`config.mk`:
```
export PLATFORM = sky130hd
export DESIGN_NAME = vidaddr_gen
export DESIGN_NICKNAME = d
export VERILOG_FILES = /design/src/rtl/vag_pkg.sv /design/src/rtl/vag_step.sv /design/src/rtl/vag_row_ctrl.sv /design/src/rtl/vag_addr_map.sv /design/src/rtl/vidaddr_gen.sv
export SDC_FILE = /design/constraint.sdc
export NUM_CORES = 1
export LEC_CHECK = 0
export BUFFER_PORTS_ARGS = -buffer_cell sky130_fd_sc_hd__buf_2
export CORE_AREA = 4 4 99 101
export CTS_CLUSTER_SIZE = 16
export DETAILED_ROUTE_END_ITERATION = 8
export DIE_AREA = 0 0 103 105
export HOLD_SLACK_MARGIN = 0.03
export PLACE_DENSITY = 0.77
export SYNTH_ARGS = -nofsm -noshare
export SYNTH_HDL_FRONTEND = slang
export SYNTH_SLANG_ARGS = --single-unit
export TNS_END_PERCENT = 10
```
`constraint.sdc`:
```
create_clock -name clk -period 2.9 [get_ports clk]
set_input_delay 0.29 -clock clk [delete_from_list [all_inputs] [get_ports clk]]
set_output_delay 0.29 -clock clk [all_outputs]
set_load 0.01 [all_outputs]
```
`src/rtl/vag_pkg.sv`:
```
package vag_pkg;
    // counter bits that feed output bit 0 in word mode
    localparam int WRAP_LO_BIT = 13;
    localparam int WRAP_HI_BIT = 15;
    // output bits replaced by row-scan bits during display
    localparam int BANK0_BIT   = 13;
    localparam int BANK1_BIT   = 14;

    typedef enum logic [1:0] {
        MAP_BYTE  = 2'd0,
        MAP_WORD  = 2'd1,
        MAP_DWORD = 2'd2,
        MAP_DWRD2 = 2'd3
    } map_e;
endpackage

```
`src/rtl/vag_step.sv`:
```
module vag_step (
    input  logic clk,
    input  logic rst_n,
    input  logic char_en,
    input  logic restart,
    input  logic by2,
    input  logic by4,
    output logic step
);
    logic [1:0] div_d, div_q;

    always_comb begin
        div_d = div_q;
        if (by4)
            step = char_en && (div_q == 2'd3);
        else if (by2)
            step = char_en && div_q[0];
        else
            step = char_en;
        if (restart)
            div_d = '0;
        else if (char_en)
            div_d = div_q + 2'd1;
    end

    always_ff @(posedge clk or negedge rst_n) begin
        if (!rst_n) div_q <= '0;
        else        div_q <= div_d;
    end
endmodule

```
`src/rtl/vag_row_ctrl.sv`:
```
module vag_row_ctrl #(
    parameter int AW = 20,
    parameter int RW = 5,
    parameter int OW = 10,
    parameter int LW = 11
) (
    input  logic          clk,
    input  logic          rst_n,
    input  logic          frame_start,
    input  logic          line_start,
    input  logic          step,
    input  logic [AW-1:0] start_addr,
    input  logic [RW-1:0] preset_row,
    input  logic [RW-1:0] max_scan,
    input  logic          dbl_scan,
    input  logic [OW-1:0] line_offset,
    input  logic [1:0]    pitch_sel,
    input  logic [LW-1:0] line_num,
    input  logic [LW-1:0] line_cmp,
    output logic [AW-1:0] cnt,
    output logic [RW-1:0] row
);
    typedef struct packed {
        logic [AW-1:0] cnt;
        logic [AW-1:0] base;
        logic [RW-1:0] row;
        logic          rep;
    } st_t;

    st_t st_d, st_q;
    logic [AW-1:0] pitch;
    logic [AW-1:0] next_base;
    logic [1:0]    shamt;

    always_comb begin
        case (pitch_sel)
            2'd0:    shamt = 2'd1;
            2'd1:    shamt = 2'd2;
            default: shamt = 2'd3;
        endcase
        pitch     = AW'(line_offset) << shamt;
        next_base = st_q.base + pitch;
        st_d      = st_q;
        if (frame_start) begin
            st_d.cnt  = start_addr;
            st_d.base = start_addr;
            st_d.row  = preset_row;
            st_d.rep  = 1'b0;
        end else if (line_start) begin
            if (line_num == line_cmp) begin
                st_d = '0;
            end else if (dbl_scan && !st_q.rep) begin
                st_d.rep = 1'b1;
                st_d.cnt = st_q.base;
            end else begin
                st_d.rep = 1'b0;
                if (st_q.row == max_scan) begin
                    st_d.row  = '0;
                    st_d.base = next_base;
                    st_d.cnt  = next_base;
                end else begin
                    st_d.row = st_q.row + 1'b1;
                    st_d.cnt = st_q.base;
                end
            end
        end else if (step) begin
            st_d.cnt = st_q.cnt + 1'b1;
        end
    end

    always_ff @(posedge clk or negedge rst_n) begin
        if (!rst_n) st_q <= '0;
        else        st_q <= st_d;
    end

    assign cnt = st_q.cnt;
    assign row = st_q.row;
endmodule

```
`src/rtl/vag_addr_map.sv`:
```
module vag_addr_map
    import vag_pkg::*;
#(
    parameter int AW = 20,
    parameter int RW = 5
) (
    input  logic [AW-1:0] cnt,
    input  logic [RW-1:0] row,
    input  logic [1:0]    map_mode,
    input  logic          wrap_hi,
    input  logic          disp_active,
    input  logic          bank13_pass,
    input  logic          bank14_pass,
    output logic [AW-1:0] mem_addr
);
    logic [AW-1:0] rot;

    always_comb begin
        case (map_e'(map_mode))
            MAP_BYTE: rot = cnt;
            MAP_WORD: rot = {cnt[AW-2:0],
                             wrap_hi ? cnt[WRAP_HI_BIT] : cnt[WRAP_LO_BIT]};
            default:  rot = {cnt[AW-3:0], cnt[AW-1:AW-2]};
        endcase
        mem_addr = rot;
        if (disp_active) begin
            if (!bank13_pass) mem_addr[BANK0_BIT] = row[0];
            if (!bank14_pass) mem_addr[BANK1_BIT] = row[1];
        end
    end
endmodule

```
`src/rtl/vidaddr_gen.sv`:
```
module vidaddr_gen #(
    parameter int AW = 20,
    parameter int RW = 5,
    parameter int OW = 10,
    parameter int LW = 11
) (
    input  logic          clk,
    input  logic          rst_n,
    input  logic          char_en,
    input  logic          line_start,
    input  logic          frame_start,
    input  logic          disp_active,
    input  logic [LW-1:0] line_num,
    input  logic [LW-1:0] line_cmp,
    input  logic [AW-1:0] start_addr,
    input  logic [RW-1:0] preset_row,
    input  logic [RW-1:0] max_scan,
    input  logic          dbl_scan,
    input  logic [OW-1:0] line_offset,
    input  logic [1:0]    pitch_sel,
    input  logic          cnt_by2,
    input  logic          cnt_by4,
    input  logic [1:0]    map_mode,
    input  logic          wrap_hi,
    input  logic          bank13_pass,
    input  logic          bank14_pass,
    output logic [AW-1:0] mem_addr,
    output logic [RW-1:0] row_scan
);
    logic          step_w;
    logic [AW-1:0] cnt_w;

    vag_step u_step (
        .clk     (clk),
        .rst_n   (rst_n),
        .char_en (char_en),
        .restart (frame_start | line_start),
        .by2     (cnt_by2),
        .by4     (cnt_by4),
        .step    (step_w)
    );

    vag_row_ctrl #(.AW(AW), .RW(RW), .OW(OW), .LW(LW)) u_row (
        .clk         (clk),
        .rst_n       (rst_n),
        .frame_start (frame_start),
        .line_start  (line_start),
        .step        (step_w),
        .start_addr  (start_addr),
        .preset_row  (preset_row),
        .max_scan    (max_scan),
        .dbl_scan    (dbl_scan),
        .line_offset (line_offset),
        .pitch_sel   (pitch_sel),
        .line_num    (line_num),
        .line_cmp    (line_cmp),
        .cnt         (cnt_w),
        .row         (row_scan)
    );

    vag_addr_map #(.AW(AW), .RW(RW)) u_map (
        .cnt         (cnt_w),
        .row         (row_scan),
        .map_mode    (map_mode),
        .wrap_hi     (wrap_hi),
        .disp_active (disp_active),
        .bank13_pass (bank13_pass),
        .bank14_pass (bank14_pass),
        .mem_addr    (mem_addr)
    );
endmodule

```
==> run metrics <==
outcome=finished, final reports clean; area leader, netlist=dfrtp_1; Worst VDD drop=0.196 mV; vias in the first global route=4,552; Yosys top cell area share=26.0%; crit start category=input pin; Clock Path Buffers=2; most frequent cells in the layout=101 x buf_2, 91 x nand2_1, 75 x o21ai_0, 48 x dfrtp_1, 44 x a21oi_1; Post-CTS Setup Bufs=0; Worst-path clk slew=0.09 ns; most common cell after layout, fill and taps aside=buf_2; slew at the pin with the worst max-slew slack=0.805 ns; Tot GR Track Use=24.7%; nets=791; initial antenna violation count=0; critical path arrival=2.87 ns; Chip Width=103 microns; asr flop ratio synth=100%; CP peak stage delay=0.52 ns; Fin. Hold Viols=0; Residual DRC=0; Starting Density=51.1%; dominant synthesized flop cell=dfrtp_1; cells after synthesis=603; Worst-Skew Late Latency=0.31 ns; I/O pin total=103; Final setup violation count=0; largest net degree at the start of global routing=41; Final Skew=0.0105 ns; Post-Syn Nets=700; aggregate global routing overflow=0; sequential element share of the synthesized area=26.0%; core area=0.00902 sq mm; Vias=4,891; Syn Std Cell Area=0.00461 sq mm; FP Rows=35; clk sinks=48; post-layout util=59.2%; distinct cell type count after synthesis=71; Yosys warnings=0; dpl cells=797; clock root buffer=clkbuf_8; routed vias/inst=6.07; CP required=3.10 ns; number of synthesized register bits=48; post-DR wirelength/cell=16.5 microns; Iter 0 DRT Violations=439; H-tree lvl count=2; 1st-pass router iterations=9; ANT cells=0; Final HPWL DP=10,500 microns; Cell Pwr Density=447 mW/mm^2; Maximum Capacitance Violations=0; Slowest cell on crit path=or4_1; Crit Path Class=input pin to flop; Die H=105 microns; gp weighted congestion=0.975; IO buf count=102; Non-Filler Instances=806; EDFF count, synth=0; first-pass GRT wire length=21,900 microns; Pleak=2.45 nW; Syn Area/Cell=7.65 sq um; final critical-path required period=2.67 ns; TNS Setup=0 ns; Critical Path, Cell by Cell=clkbuf_4 > buf_4 > mux2i_1 > o21ai_0 > ha_1 > o21ai_0 > nand2b_1 > a21oi_1 > or4_1 > a21oi_1 > mux2i_1 > o211ai_1 > o21a_1; relative slew slack=46.2%; Slew Limit Fails=0; critical path endpoint category=flop; CTS tree=done; RSZ-0062 raised after global routing=no; full die area=0.0108 sq mm; total wire length=13,300 microns; synth top area cells=dfrtp_1 26%, o21ai_0 8.2%, mux2i_1 8.0%; Final Cycle Share=92.0%; share of cells above drive strength 1=22.3%; synth-to-layout area growth=15.8%; Achievable Freq=375 MHz; Worst Hold Class=input pin to flop; total CTS buffers=5; CP max FO=9; Final ANT Viol Nets=0
-- synthesized netlist by cell type, types with 5 or more instances --
cell type / n
mux2i_1: 37
ha_1: 18
xor2_1: 17
o21a_1: 7
inv_1: 10
nor3_1: 10
and3_1: 8
nand3_1: 14
nand4_1: 5
nor2_1: 42
buf_4: 5
nand2b_1: 6
o21ai_0: 76
o21ai_1: 6
clkbuf_1: 29
dfrtp_1: 48
a21o_1: 6
a31oi_1: 11
a22oi_1: 5
a21oi_1: 44
xnor2_1: 17
nand2_1: 91
-- sequential cells by signal (all words and copies together) (netlist names) --
name / flops
u_row.row: 5
u_step.div_q: 2
u_row.cnt: 20
u_row.st_q: 21
-- routing by layer --
layer | up-vias | global-route usage (%) | routed length, microns
met4 | 0 | 7.31 | 265
met3 | 26 | 3.14 | 1050
met2 | 225 | 40.1 | 6420
met1 | 2277 | 33.9 | 5590
met5 | - | 0 | 0
li1 | 2363 | - | -
-- repair_timing --
action	CTS	global route
hold buffers	1	0
endpoints found under the hold margin	24	0
resized for setup	0	1
setup endpoints to repair	0	2
-- final cells by class --
cell class              instances  area (sq um)
fillers                       815          3680
multi-input cells             501          3160
flip-flops and latches         48          1200
repair buffers                128           711
well taps                     111           139
clock buffers                   6          82.6
inverters                      10          37.5
clock inverters                 2          15.0
-- worst max-delay path: cells and delay by family --
family / cells / cell delay [ns]
AOI/OAI and AO/OA: 6 / 0.77
and+or+nand+nor: 2 / 0.59
muxes: 2 / 0.50
buffers and inverters: 2 / 0.34
adders and majority gates: 1 / 0.37
-- cell families after synthesis --
kind of cell	after synthesis	synth area share, %
AO/OA/AOI/OAI	210	28.8
adder cells (fa/ha/maj)	19	5.32
flip-flops	48	26.0
AND/OR/NAND/NOR	200	19.8
other	1	0.0813
XOR/XNOR	34	6.45
multiplexers	37	8.03
buffers and inverters	54	5.53
-- final timing paths --
path / start / endpoint / slack (ns) / cells past startpoint
worst min register to register: u_row.st_q[0]$_DFFE_PN0N_ / u_row.st_q[0]$_DFFE_PN0N_ / 0.51 / 2
worst max-delay path: pitch_sel[0] / u_row.cnt[15]$_DFFE_PN0P_ / 0.23 / 13
worst min-delay path: start_addr[19] / u_row.st_q[25]$_DFFE_PN0P_ / 0.25 / 2
worst max register to register: u_row.st_q[13]$_DFFE_PN0P_ / u_row.cnt[14]$_DFFE_PN0P_ / 0.28 / 10
min in group asynchronous: rst_n / u_step.div_q[0]$_DFFE_PN0P_ / 0.50 / 2
max in group asynchronous: rst_n / u_row.cnt[8]$_DFFE_PN0P_ / 1.62 / 3
-- report_power, final --
group          internal, mW  leakage [nW]  switching [mW]
sequential            0.768         0.596           0.168
clock                 0.194        0.0434           0.242
combinational         0.456          1.81           0.559
total                  1.42          2.45           0.969
-- metrics by stage --
stage                     area (sq um)  setup slack, ns  hold WS, ns  total power, mW
final                             5340            0.233        0.250             2.39
after global routing              5340           0.0118        0.245             2.56
after CTS                         5340            0.203        0.252             2.38
after detailed placement          5230           -0.112        0.316             1.95
after global placement            5230         -0.00220        0.311             1.90
after floorplan                   4610            0.123     -0.00559             1.61
Power figures use the tool's default switching activity.
